### src/rtl/rx_pkg.sv
package rx_pkg;
    typedef enum logic [2:0] {
        ST_IDLE,
        ST_START,
        ST_DATA,
        ST_PARITY,
        ST_STOP
    } rx_state_t;
endpackage

### src/rtl/rx_sync.sv
module rx_sync #(
    parameter int STAGES = 2
) (
    input  logic clk,
    input  logic rst,
    input  logic d,
    output logic q
);
    logic [STAGES-1:0] chain;

    always_ff @(posedge clk) begin
        if (rst) chain <= '1;
        else     chain <= {chain[STAGES-2:0], d};
    end

    assign q = chain[STAGES-1];
endmodule

### src/rtl/rx_fsm.sv
module rx_fsm
    import rx_pkg::*;
#(
    parameter int MAX_BITS   = 8,
    parameter int MAX_FACTOR = 64
) (
    input  logic                clk,
    input  logic                rst,
    input  logic                rx_en,
    input  logic [1:0]          rate_sel,
    input  logic [1:0]          char_len,
    input  logic                par_en,
    input  logic                rxs,
    output logic                done,
    output logic [MAX_BITS-1:0] word,
    output logic                pbit,
    output logic                stop_bit
);
    localparam int CNT_W = $clog2(MAX_FACTOR);
    localparam int IDX_W = $clog2(MAX_BITS + 1);

    rx_state_t state, nxt;
    logic [CNT_W-1:0]    cnt;
    logic [IDX_W-1:0]    bidx;
    logic [MAX_BITS-1:0] shreg;
    logic [CNT_W:0]      fac;
    logic [CNT_W:0]      half_last;
    logic [IDX_W-1:0]    nbits;
    logic                sample;
    logic                mid_start;
    logic                last_bit;

    always_comb begin
        unique case (rate_sel)
            2'b00:   fac = (CNT_W+1)'(1);
            2'b01:   fac = (CNT_W+1)'(16);
            default: fac = (CNT_W+1)'(64);
        endcase
    end

    assign half_last = (fac >> 1) - 1'b1;
    assign sample    = ({1'b0, cnt} == (fac - 1'b1));
    assign mid_start = ({1'b0, cnt} == half_last);
    assign nbits     = IDX_W'(char_len) + IDX_W'(5);
    assign last_bit  = (bidx == nbits - 1'b1);

    // state register
    always_ff @(posedge clk) begin
        if (rst) state <= ST_IDLE;
        else     state <= nxt;
    end

    // next state
    always_comb begin
        nxt = state;
        unique case (state)
            ST_IDLE:   if (!rxs) nxt = (fac == (CNT_W+1)'(1)) ? ST_DATA : ST_START;
            ST_START:  if (mid_start) nxt = rxs ? ST_IDLE : ST_DATA;
            ST_DATA:   if (sample && last_bit) nxt = par_en ? ST_PARITY : ST_STOP;
            ST_PARITY: if (sample) nxt = ST_STOP;
            ST_STOP:   if (sample) nxt = ST_IDLE;
            default:   nxt = ST_IDLE;
        endcase
        if (!rx_en) nxt = ST_IDLE;
    end

    // datapath: bit timer, bit index, shift register
    always_ff @(posedge clk) begin
        if (rst) begin
            cnt   <= '0;
            bidx  <= '0;
            shreg <= '0;
            pbit  <= 1'b0;
        end else begin
            if (state == ST_IDLE || state != nxt || sample) cnt <= '0;
            else                                            cnt <= cnt + 1'b1;

            if (state == ST_IDLE) begin
                bidx  <= '0;
                shreg <= '0;
            end else if (state == ST_DATA && sample) begin
                bidx  <= bidx + 1'b1;
                shreg <= {rxs, shreg[MAX_BITS-1:1]};
            end

            if (state == ST_PARITY && sample) pbit <= rxs;
        end
    end

    // outputs
    always_ff @(posedge clk) begin
        if (rst) begin
            done     <= 1'b0;
            word     <= '0;
            stop_bit <= 1'b1;
        end else begin
            done <= rx_en && (state == ST_STOP) && sample;
            if (state == ST_STOP && sample) begin
                word     <= shreg >> (IDX_W'(MAX_BITS) - nbits);
                stop_bit <= rxs;
            end
        end
    end

    assert_idle_when_off_R11: assert property (@(posedge clk) disable iff (rst)
        !rx_en |=> (state == ST_IDLE) && !done);

    assert_start_held_low_R3: assert property (@(posedge clk) disable iff (rst)
        (state == ST_DATA && $past(state) == ST_START) |-> !$past(rxs));
endmodule

### src/rtl/rx_status.sv
module rx_status #(
    parameter int MAX_BITS = 8
) (
    input  logic                clk,
    input  logic                rst,
    input  logic                done,
    input  logic [MAX_BITS-1:0] word,
    input  logic                pbit,
    input  logic                stop_bit,
    input  logic                rxs,
    input  logic                par_en,
    input  logic                par_odd,
    input  logic                rd_stb,
    input  logic                err_clr,
    output logic [MAX_BITS-1:0] rx_data,
    output logic                rx_rdy,
    output logic                ovr_err,
    output logic                frm_err,
    output logic                par_err,
    output logic                brk_det
);
    logic low_stop_seen;
    logic bad_par;
    logic bad_stop;

    assign bad_par  = par_en && ((^word ^ pbit) != par_odd);
    assign bad_stop = !stop_bit;

    always_ff @(posedge clk) begin
        if (rst) begin
            rx_data       <= '0;
            rx_rdy        <= 1'b0;
            ovr_err       <= 1'b0;
            frm_err       <= 1'b0;
            par_err       <= 1'b0;
            brk_det       <= 1'b0;
            low_stop_seen <= 1'b0;
        end else begin
            if (done) begin
                rx_data <= word;
                rx_rdy  <= 1'b1;
            end else if (rd_stb) begin
                rx_rdy  <= 1'b0;
            end

            if (done && rx_rdy && !rd_stb) ovr_err <= 1'b1;
            else if (err_clr)              ovr_err <= 1'b0;

            if (done && bad_stop) frm_err <= 1'b1;
            else if (err_clr)     frm_err <= 1'b0;

            if (done && bad_par) par_err <= 1'b1;
            else if (err_clr)    par_err <= 1'b0;

            if (rxs)                   low_stop_seen <= 1'b0;
            else if (done && bad_stop) low_stop_seen <= 1'b1;

            if (rxs)                                    brk_det <= 1'b0;
            else if (done && bad_stop && low_stop_seen) brk_det <= 1'b1;
        end
    end

    assert_rdy_falls_on_read_R4: assert property (@(posedge clk) disable iff (rst)
        $fell(rx_rdy) |-> $past(rd_stb));

    assert_ovr_needs_unread_R5: assert property (@(posedge clk) disable iff (rst)
        $rose(ovr_err) |-> $past(rx_rdy) && $past(done));

    assert_flags_sticky_R8: assert property (@(posedge clk) disable iff (rst)
        ($fell(ovr_err) || $fell(frm_err) || $fell(par_err)) |-> $past(err_clr));

    assert_brk_holds_low_R10: assert property (@(posedge clk) disable iff (rst)
        (brk_det && !rxs) |=> brk_det);

    assert_brk_clears_high_R10: assert property (@(posedge clk) disable iff (rst)
        (brk_det && rxs) |=> !brk_det);

    assert_brk_needs_bad_stop_R9: assert property (@(posedge clk) disable iff (rst)
        $rose(brk_det) |-> $past(done) && !$past(stop_bit));
endmodule

### src/rtl/async_rx_break.sv
module async_rx_break #(
    parameter int MAX_BITS    = 8,
    parameter int MAX_FACTOR  = 64,
    parameter int SYNC_STAGES = 2
) (
    input  logic                clk,
    input  logic                rst,
    input  logic                rx_en,
    input  logic [1:0]          rate_sel,
    input  logic [1:0]          char_len,
    input  logic                par_en,
    input  logic                par_odd,
    input  logic                rxd,
    input  logic                rd_stb,
    input  logic                err_clr,
    output logic [MAX_BITS-1:0] rx_data,
    output logic                rx_rdy,
    output logic                ovr_err,
    output logic                frm_err,
    output logic                par_err,
    output logic                brk_det
);
    logic                rxs;
    logic                done;
    logic [MAX_BITS-1:0] word;
    logic                pbit;
    logic                stop_bit;

    rx_sync #(.STAGES(SYNC_STAGES)) sync_i (
        .clk (clk),
        .rst (rst),
        .d   (rxd),
        .q   (rxs)
    );

    rx_fsm #(.MAX_BITS(MAX_BITS), .MAX_FACTOR(MAX_FACTOR)) fsm_i (
        .clk      (clk),
        .rst      (rst),
        .rx_en    (rx_en),
        .rate_sel (rate_sel),
        .char_len (char_len),
        .par_en   (par_en),
        .rxs      (rxs),
        .done     (done),
        .word     (word),
        .pbit     (pbit),
        .stop_bit (stop_bit)
    );

    rx_status #(.MAX_BITS(MAX_BITS)) status_i (
        .clk      (clk),
        .rst      (rst),
        .done     (done),
        .word     (word),
        .pbit     (pbit),
        .stop_bit (stop_bit),
        .rxs      (rxs),
        .par_en   (par_en),
        .par_odd  (par_odd),
        .rd_stb   (rd_stb),
        .err_clr  (err_clr),
        .rx_data  (rx_data),
        .rx_rdy   (rx_rdy),
        .ovr_err  (ovr_err),
        .frm_err  (frm_err),
        .par_err  (par_err),
        .brk_det  (brk_det)
    );
endmodule

### config.mk
export PLATFORM = sky130hd
export DESIGN_NAME = async_rx_break
export DESIGN_NICKNAME = d
export VERILOG_FILES = /design/src/rtl/rx_pkg.sv /design/src/rtl/rx_sync.sv /design/src/rtl/rx_fsm.sv /design/src/rtl/rx_status.sv /design/src/rtl/async_rx_break.sv
export SDC_FILE = /design/constraint.sdc
export NUM_CORES = 1
export LEC_CHECK = 0
export ABC_AREA = 0
export CORE_ASPECT_RATIO = 1.4
export CORE_MARGIN = 1.5
export CORE_UTILIZATION = 35
export CTS_CLUSTER_SIZE = 28
export DETAILED_ROUTE_END_ITERATION = 10
export GPL_TIMING_DRIVEN = 0
export MAX_ROUTING_LAYER = met4
export PLACE_DENSITY = 0.55
export SKIP_LAST_GASP = 1
export SYNTH_ARGS = -nofsm -noshare
export SYNTH_HDL_FRONTEND = slang
export SYNTH_SLANG_ARGS = --single-unit
### constraint.sdc
create_clock -name clk -period 2.65 [get_ports clk]
set_clock_uncertainty 0.05 [all_clocks]
set_input_delay 0.265 -clock clk [delete_from_list [all_inputs] [get_ports clk]]
set_output_delay 0.265 -clock clk [all_outputs]
set_load 0.01 [all_outputs]
### Word level (Yosys, flattened, before mapping)

Index checks and enable logic that the tools add are counted.

| word-level totals | value |
|---|---|
| register bits after elaboration | 48 |
| input port bits | 12 |
| output and inout bits | 13 |

| cells by class | value |
|---|---|
| add/subtract/negate cells | 7 |
| equality and inequality tests | 11 |
| shift operators | 1 |
| muxes and demuxes | 17 |
| bitwise operators | 1 |
| reduce and logical (&&, ||, !) cells | 26 |

Operators with widths:

| operator | number |
|---|---|
| 2-to-1 mux 3 bit | 7 |
| one-hot mux 3 bit (5 select lines) | 1 |
| == test 6 x 7 -> 1 bit | 2 |
| one-hot mux 7 bit (2 select lines) | 1 |
| logical AND 1 bit | 12 |
| nonzero test 2 bit | 4 |
| XOR reduction 8 bit | 1 |
| >> shifter 8 x 4 -> 8 bit | 1 |
| == test 7 x 1 -> 1 bit (second input constant) | 1 |
| subtractor 6 x 1 -> 7 bit (second input constant) | 1 |
| subtractor 7 x 1 -> 7 bit (second input constant) | 1 |
| adder 6 x 1 -> 6 bit (second input constant) | 1 |
| == test 3 x 2 -> 1 bit (second input constant) | 2 |
| 2-to-1 mux 1 bit | 6 |
| OR reduction 2 bit | 3 |
| adder 2 x 3 -> 4 bit (second input constant) | 1 |
| adder 4 x 1 -> 4 bit (second input constant) | 1 |
| == test 4 bit | 1 |
| 2-to-1 mux 2 bit | 2 |
| subtractor 4 x 1 -> 4 bit (second input constant) | 1 |
| subtractor 4 bit (first input constant) | 1 |
| == test 3 x 1 -> 1 bit (second input constant) | 1 |
| == test 3 bit (second input constant) | 1 |
| zero test 3 bit | 1 |
| 7 further kinds | 9 |

### Logic depth before layout (Yosys ltp)

Gate-level depths: netlist of run 1.

| logic depth | value |
|---|---|
| depth after elaboration | 12 |
| gate-level depth with buffers | 7 |
| mapped depth without buffers | 6 |

### Modules after synthesis

From an unflattened synthesis of run 1, not the netlist that was laid out.

| unflattened totals | value |
|---|---|
| cell total of the unflattened synthesis | 262 |
| area, all modules | 2,313.5 um^2 |

Modules (own cells, without submodules):

| module | times used | cells each | area an instance (um^2) | seq. area each (um^2) |
|---|---|---|---|---|
| rx_fsm | 1 | 201 | 1,691.6 | 640.6 |
| rx_status | 1 | 57 | 569.3 | 280.3 |
| rx_sync | 1 | 4 | 52.6 | 40.0 |

### Least setup slack after synthesis of run 1

OpenSTA, ideal clock, no wires.

| path | value |
|---|---|
| path type | reg-to-reg |
| start | register fsm_i.cnt[4] |
| end | register fsm_i.cnt[0] |
| setup time | 146 ps |
| data arrival time | 1,848 ps |
| data required time | 2,454 ps |
| setup slack | 606 ps |
| stages on the path, launching flop included | 6 |
| period minus slack after synthesis | 2,044 ps |
| cell sequence | dfxtp_1 -> or4b_4 -> a2111oi_4 -> nor4_1 -> a2111oi_2 -> a2111oi_1 |

| between the ends | value |
|---|---|
| longest elaborated chain between the ends | 9 |
| elaborated cells on any way between the ends | 13 |
| classes of those cells | eq/ne (3); mux (6); reduce/logical (4) |

Ends and longest elaborated chain:

| item | RTL line | source |
|---|---|---|
| start, declared | rx_fsm.sv:23 | `logic [CNT_W-1:0] cnt;` |
| start signal, assigned | rx_fsm.sv:76 | `else cnt <= cnt + 1'b1;` |
| == test 6 x 7 -> 1 bit | rx_fsm.sv:42 | `assign sample = ({1'b0, cnt} == (fac - 1'b1));` |
| logical AND 1 bit | rx_fsm.sv:59 | `ST_DATA: if (sample && last_bit) nxt = par_en ? ST_PARITY : ST_STOP;` |
| 2-to-1 mux 3 bit | rx_fsm.sv:59 |  |
| one-hot mux 3 bit (5 select lines) | rx_fsm.sv:56 | `unique case (state)` |
| 2-to-1 mux 3 bit | rx_fsm.sv:64 | `if (!rx_en) nxt = ST_IDLE;` |
| inequality test 3 bit | rx_fsm.sv:75 | `if (state == ST_IDLE \|\| state != nxt \|\| sample) cnt <= '0;` |
| logical OR 1 bit | rx_fsm.sv:75 |  |
| logical OR 1 bit * | rx_fsm.sv:75 |  |
| OR reduction 2 bit (no source line) * | n/a |  |

Mark *: on every way between the ends. The rest lies on a longest branch, timed or not.
A chain may end at the register's enable or synchronous reset.

### Worst setup path in the final report of run 1

| path | value |
|---|---|
| start | input port char_len[0] |
| end | register fsm_i.cnt[0] |

| between the ends | value |
|---|---|
| longest elaborated chain between the ends | 11 |

Ends and longest elaborated chain:

| item | RTL line | source |
|---|---|---|
| start, declared | async_rx_break.sv:10 | `input logic [1:0] char_len,` |
| adder 2 x 3 -> 4 bit | rx_fsm.sv:44 | `assign nbits = IDX_W'(char_len) + IDX_W'(5);` |
| subtractor 4 x 1 -> 4 bit | rx_fsm.sv:45 | `assign last_bit = (bidx == nbits - 1'b1);` |
| == test 4 bit | rx_fsm.sv:45 |  |
| logical AND 1 bit | rx_fsm.sv:59 |  |
| 2-to-1 mux 3 bit | rx_fsm.sv:59 |  |
| one-hot mux 3 bit (5 select lines) | rx_fsm.sv:56 |  |
| 2-to-1 mux 3 bit | rx_fsm.sv:64 |  |
| inequality test 3 bit | rx_fsm.sv:75 |  |
| logical OR 1 bit (2 in a row) | rx_fsm.sv:75 |  |
| OR reduction 2 bit (no source line) | n/a |  |

No other way between the ends.

==> results of run 1 <==
[sequential cells by signal, indices dropped and copies added, names as in the netlist, 2 cells and up]
register,count
fsm_i.bidx,4
fsm_i.cnt,6
fsm_i.shreg,8
fsm_i.state,3
fsm_i.word,8
status_i.rx_data,8
sync_i.chain,2
[Yosys cell counts, drive strengths merged, types with 2 or more instances]
cell and count:
o22ai 5, nand2b 3, nor4 2, nor2b 7, nand3 8, buf 2, a21oi 15, or4 3
mux4 3, xor2 8, ha 4, nand4 4, dfxtp 48, nand2 18, or3 4, nor3 6
xnor2 9, o21ai 4, mux2i 19, and3 3, or2 5, a22oi 3, a2111oi 5, clkbuf 9
inv 3, and2 2, nor2 34, or3b 3
[kinds of logic (layout without fill, tap and decap cells)]
logic type / Yosys count / in the layout / synth area share
fa+ha+maj: 4 / 4 / 0.0214
flops: 48 / 48 / 0.412
xor+xnor: 18 / 18 / 0.0734
mux: 23 / 23 / 0.115
buf+inv: 14 / 45 / 0.0230
simple gates: 104 / 104 / 0.232
compound gates: 38 / 38 / 0.123
[routing by layer]
| layer | GRT usage | vias to the layer above | wire length (um) |
|---|---|---|---|
| li1 | - | 940 | - |
| met1 | 0.186 | 832 | 2240 |
| met2 | 0.234 | 17 | 2300 |
| met3 | 0.0314 | 8 | 109 |
| met4 | 0.0522 | 0 | 72 |
| met5 | - | - | 0 |
[stage by stage]
| stage | setup TNS, ns | util | cells |
|---|---|---|---|
| 3_5_place_dp | -0.463 | 0.407 | 346 |
| 5_1_grt | 0 | 0.426 | 354 |
| 4_1_cts | 0 | 0.425 | 354 |
| 2_1_floorplan | 0 | - | 249 |
| 6_report | 0 | 0.426 | 354 |
| 3_3_place_gp | -0.390 | 0.407 | 346 |
[layout make-up]
| class | instances | area [sq um] | area share |
|---|---|---|---|
| buffer | 11 | 42.5 | 0.0153 |
| tap | 74 | 92.6 | 0.0333 |
| clock buffer | 5 | 68.8 | 0.0248 |
| multi-input combinational | 187 | 1330 | 0.477 |
| clock inverter | 3 | 46.3 | 0.0167 |
| sequential | 48 | 961 | 0.346 |
| timing repair buffer | 23 | 230 | 0.0828 |
| inverter | 3 | 11.3 | 0.00405 |
[final timing paths]
check                                      from              end  slack [ns]  cells past startpoint
worst min-delay path                        rst    fsm_i.word[7]        0.27                      2
worst max register to register     fsm_i.cnt[0]    fsm_i.word[1]        0.43                      5
worst min register to register  sync_i.chain[0]  sync_i.chain[1]        0.37                      1
worst max-delay path                char_len[0]     fsm_i.cnt[0]        0.31                      7
[report_power, final]
part / internal (mW) / switching, mW / total [mW]
combinational: 0.0422 / 0.0519 / 0.0941
clock: 0.285 / 0.270 / 0.555
sequential: 0.723 / 0.00188 / 0.725
total: 1.05 / 0.324 / 1.37
==> reports/metrics.cfg, run 1 <==
[run_status]
run_status=finished clean

[cts]
post_cts_buffers=0
clockBufferDepth=2
numCtsBuffers=5
cts.sinks=48
cts_root_buffer=clkbuf_8
insertion_delay_ns=0.31
clk_pin_slew_worst_paths_ns=0.10
htree_levels=2
cts_resized=0
cts_hold_buf=0
tritoncts=built

[final_layout]
fin_nets=295
insertedDiodeCount=0
final_cell_mix=48 x dfxtp_1, 34 x nor2_1, 23 x clkdlybuf4s50_1, 19 x mux2i_1, 18 x nand2_1
fill_cells=654
layout-drive-gt1-share=0.0929
final_common_cell=dfxtp_1
syn_to_final_growth_pct=19.1
final_area_sq_mm=0.00278

[global_routing]
grt_overflow_total=0
grt_pass1_wl_mm=8.09
antenna_found_initial=0
grt_max_degree=17
grt_pass1_vias=1653
grt_usage=0.148

[sta]
final_max_slew_viol_count=0
max_slew_margin=0.564
worst_pin_slew_ns=0.655
min_period_ns=2.34
fin_ws_ns=0.312
rsz0062_at_grt=no
finalSetupViolCount=0
period_share=0.882
hold_viol_final=0
hold-worst-slack_ns=0.273
max_freq_mhz=428

[floorplanning]
initial_core_util=0.358
die_width_um=72.0
die_h_um=99.6
num_rows=35
die_area_sq_mm=0.00718
num_io_pins=25
coreArea_sq_mm=0.00653

[critical_path]
critPathMaxStageDelay_ns=0.49
critPathBufInv=1
path_cells=clkdlybuf4s50_1, ha_1, xor2_2, xnor2_1, nor4_1, a2111oi_2, a2111oi_1
crit_type=in -> reg
worst_ep_required_time_ns=2.81
start_kind=primary input
slowest_stage=clkdlybuf4s50_1
cp-end-kind=register
cpLargestDelayFamily=compound AO/OA/AOI/OAI gates
cp_max_fo=9
worst-endpoint-arrival_ns=2.50

[yosys]
synth_cells=249
synth_cell_types=44
syn-num-nets=265
syn_area_sq_mm=0.00233
synth-edff-count=0
ys_seq_area_frac=0.412
yosysWarnings=0
synth-seq-cells=48
synth_top_area_frac=0.412
synthArstFlopShare=0
synthFlopType=dfxtp_1
synthTopCellsByArea=dfxtp_1 41%, mux2i_1 8.1%, nor2_1 5.5%, xnor2_1 3.4%, a21oi_1 3.2%
yosys.area.top_type=dfxtp_1
synth_area_per_cell_sq_um=9.38

[detailed_routing]
dr_total_vias=1797
finalWirelength_mm=4.72
drt-pass1-iter-count=4
ant_nets=0
post-route-drc-count=0
wire_per_inst_um=13.3
drt_iter0_drc=91
viasPerCell=5.08

[placement]
placed_cell_area_sq_mm=0.00266
hpwl_mm=3.45
numPortBuffers=23
place_ws_ns=-0.204
place.gp.congestion=0.828

[power_and_ir_drop]
fin_total_pwr_mw=1.37
cellPowerDensity_mw_per_mm2=494
irDropWorstVdd_mv=0.228
total_leakage_power_nw=0.991

[job]
maxCapViolCount=0

[worst_hold_path]
hold_class=in -> reg

Note: power is estimated with default switching activity, not from simulation.
==> run 2: changes to the inputs <==
Settings changed: CORE_ASPECT_RATIO 1.4 to 0.5, DONT_BUFFER_PORTS set to 1, PLACE_DENSITY 0.55 to 0.5, SYNTH_HIERARCHICAL set to 1.
==> run 2 against run 1 <==
Net effect: fmax increased by 0.51%; combinational power decreased by 16%; global-route usage increased by 0.38 points; critical path depth decreased by 1; clock power increased by 43%; total power increased by 16%; cell area decreased by 5.3%; largest power group is now clock; core utilization decreased by 0.34 points; clock-buffer cell count unchanged; worst hold slack got worse by 0.25 ns; die area decreased by 0.56%.
==> reports/metrics.cfg, run 2 <==
[run_status]
run_status=finished clean

[global_routing]
grt_pass1_wl_mm=8.09  ; unchanged
antenna_found_initial=0  ; unchanged
grt_pass1_vias=1689  ; +2.2%
grt_max_degree=15  ; -2
grt_overflow_total=0  ; unchanged
use_met2=0.228  ; -0.00555
use_met1=0.195  ; +0.00890
use_met3=0.0555  ; +0.0240
top_usage_layer=met2
grt_usage=0.152  ; +0.00385

[cts]
cts.sinks=48  ; unchanged
tritoncts=built
numCtsBuffers=5  ; unchanged
insertion_delay_ns=0.28  ; -0.03 ns
cts_root_buffer=clkbuf_16
clk_pin_slew_worst_paths_ns=0.06  ; -0.04 ns
htree_levels=2  ; unchanged
clockBufferDepth=2  ; unchanged

[detailed_routing]
wire_per_inst_um=13.4  ; +0.53%
post-route-drc-count=0  ; unchanged
dr_total_vias=1816  ; +1.1%
drt-pass1-iter-count=4  ; unchanged
finalWirelength_mm=4.81  ; +1.9%
viasPerCell=5.06  ; -0.35%
ant_nets=0  ; unchanged
drt_iter0_drc=105  ; +15%

[job]
maxCapViolCount=0  ; unchanged

[power_and_ir_drop]
total_leakage_power_nw=0.898  ; -9.4%
cellPowerDensity_mw_per_mm2=606  ; +23%
irDropWorstVdd_mv=0.289  ; +27%

[yosys]
synth_cell_types=44  ; unchanged
synth_commonest_cells=48 x dfxtp_1, 33 x nor2_1, 23 x a21oi_1, 23 x nand2_1, 18 x nand3_1
synth-seq-cells=48  ; unchanged
yosysMostFrequentCell=dfxtp_1
synthTopCellsByArea=dfxtp_1 42%, nor2_1 5.4%, mux2i_1 5.2%, a21oi_1 5.0%, xnor2_1 4.2%
synth_cells=262  ; +5.2%
yosysWarnings=6  ; +6
yosys.area.top_type=dfxtp_1
synth_area_per_cell_sq_um=8.83  ; -5.8%
synth-edff-count=0  ; unchanged
synthFlopType=dfxtp_1
syn-num-nets=278  ; +4.9%
synth_top_area_frac=0.415  ; +0.00378
ys_seq_area_frac=0.415  ; +0.00378
synthArstFlopShare=0  ; unchanged
syn_area_sq_mm=0.00231  ; -0.91%

[floorplanning]
initial_core_util=0.371  ; +0.0135
die_h_um=60.5  ; -39%
die_area_sq_mm=0.00714  ; -0.56%
num_rows=20  ; -43%
num_io_pins=25  ; unchanged
coreArea_sq_mm=0.00623  ; -4.5%
die_width_um=118  ; +64%

[worst_hold_path]
hold_class=in -> reg

[sta]
max_slew_margin=0.533  ; -0.0306
hold-worst-slack_ns=0.0233  ; -0.250 ns
worst_pin_slew_ns=0.697  ; +0.0428 ns
final_max_slew_viol_count=0  ; unchanged
fin_ws_ns=0.324  ; +0.0120 ns
rsz0062_at_grt=no
hold_viol_final=0  ; unchanged
min_period_ns=2.33  ; -0.0120 ns
fin_setup_tns_ns=0  ; unchanged
period_share=0.878  ; -0.00452
finalSetupViolCount=0  ; unchanged
max_freq_mhz=430  ; +0.51%

[placement]
place_ws_ns=0.150  ; +0.354 ns
numPortBuffers=0  ; -100%
place.gp.congestion=0.843  ; +1.9%
hpwl_mm=3.51  ; +1.7%
placedCellCount=350  ; +1.2%

[final_layout]
instances_no_fill=359  ; +1.4%
reg_top3=fsm_i/shreg (8), fsm_i/word (8), status_i/rx_data (8)
final_cell_mix=48 x dfxtp_1, 33 x nor2_1, 23 x a21oi_1, 23 x nand2_1, 18 x nand3_1
final_common_cell=dfxtp_1
fin_nets=287  ; -2.7%
fill_cells=609  ; -6.9%
insertedDiodeCount=0  ; unchanged
fin_util=0.423  ; -0.00339
layout-drive-gt1-share=0.0923  ; -0.000606
syn_to_final_growth_pct=13.8

[critical_path]
start_kind=register
cp_max_fo=6  ; -3
worst-endpoint-arrival_ns=2.49  ; about the same
worst_ep_required_time_ns=2.81  ; about the same
cp-end-kind=register
crit_type=reg -> reg

-- run 2: changes by cell type after synthesis, sizes merged, moves of 3 or more --
cell	change
nand3	+10
a21oi	+8
mux2i	-7
nand2	+5
a2111oi	-4
a22o	+3
or3b	-3
-- run 2: cells by family after synthesis --
family	count (synthesis)	synth area share
simple gates	114	0.244
flops	48	0.415
compound gates	44	0.119
xor+xnor	18	0.0741
mux	18	0.0973
buf+inv	16	0.0281
fa+ha+maj	4	0.0216
-- run 2: stage by stage --
step	area [sq um]	power, mW
3_5_place_dp	2420	0.819
5_1_grt	2630	1.66
6_report	2630	1.60
3_3_place_gp	2420	0.818
2_1_floorplan	2310	0.804
4_1_cts	2620	1.62
-- run 2: power by group --
group | total (mW) | leakage [nW] | internal, mW | switching, mW
Sequential | 0.726 | 0.387 | 0.724 | 0.00261
Combinational | 0.0792 | 0.421 | 0.0340 | 0.0452
Clock | 0.791 | 0.0899 | 0.535 | 0.256
Total | 1.60 | 0.898 | 1.29 | 0.304
-- run 2: path summary, 6_finish.rpt --
check                   from               end  slack (ns)  cells past startpoint
max             fsm_i/cnt[3]     fsm_i/word[1]        0.32                      6
min reg2reg  sync_i/chain[0]   sync_i/chain[1]        0.36                      1
max reg2reg     fsm_i/cnt[3]     fsm_i/word[1]        0.32                      6
min                      rst  status_i/par_err        0.02                      1
-- run 2: metal layers --
| metal | wire length [um] | vias up | part of all wire |
|---|---|---|---|
| li1 | - | 939 | - |
| met4 | 24 | 0 | 0.0050 |
| met5 | 0 | - | 0 |
| met3 | 326 | 2 | 0.068 |
| met2 | 1960 | 42 | 0.41 |
| met1 | 2500 | 833 | 0.52 |
-- run 2: critical path, stage by stage (launching register included) --
cell     delay, ns
dfxtp_1       0.37
or4_1         0.53
mux2_4        0.29
nor2_4        0.18
nand3_1       0.14
or4_1         0.56
a21oi_1       0.14
-- run 2: repair_timing --
| action | 4_1_cts | 5_1_grt |
|---|---|---|
| hold endpoints to repair | 3 | 1 |
| gates resized for setup | 0 | 1 |
| hold buffers | 1 | 1 |
| setup endpoints to repair | 0 | 6 |
| buffers inserted | 0 | 0 |
-- run 2: layout make-up --
type                       instances  area [sq um]  share of cell area
buffer                            12          50.0              0.0190
clock buffer                       5           125              0.0475
clock inverter                     2          60.1              0.0228
inverter                           4          15.0             0.00570
multi-input combinational        198          1290               0.491
sequential                        48           961               0.365
tap                               88           110              0.0418
timing repair buffer               2          20.0             0.00760
==> run 3: changes to the inputs <==
Settings changed: TNS_END_PERCENT set to 10.
==> results of run 3 <==
Final layout, timing and power as in run 2 (identical DEF).
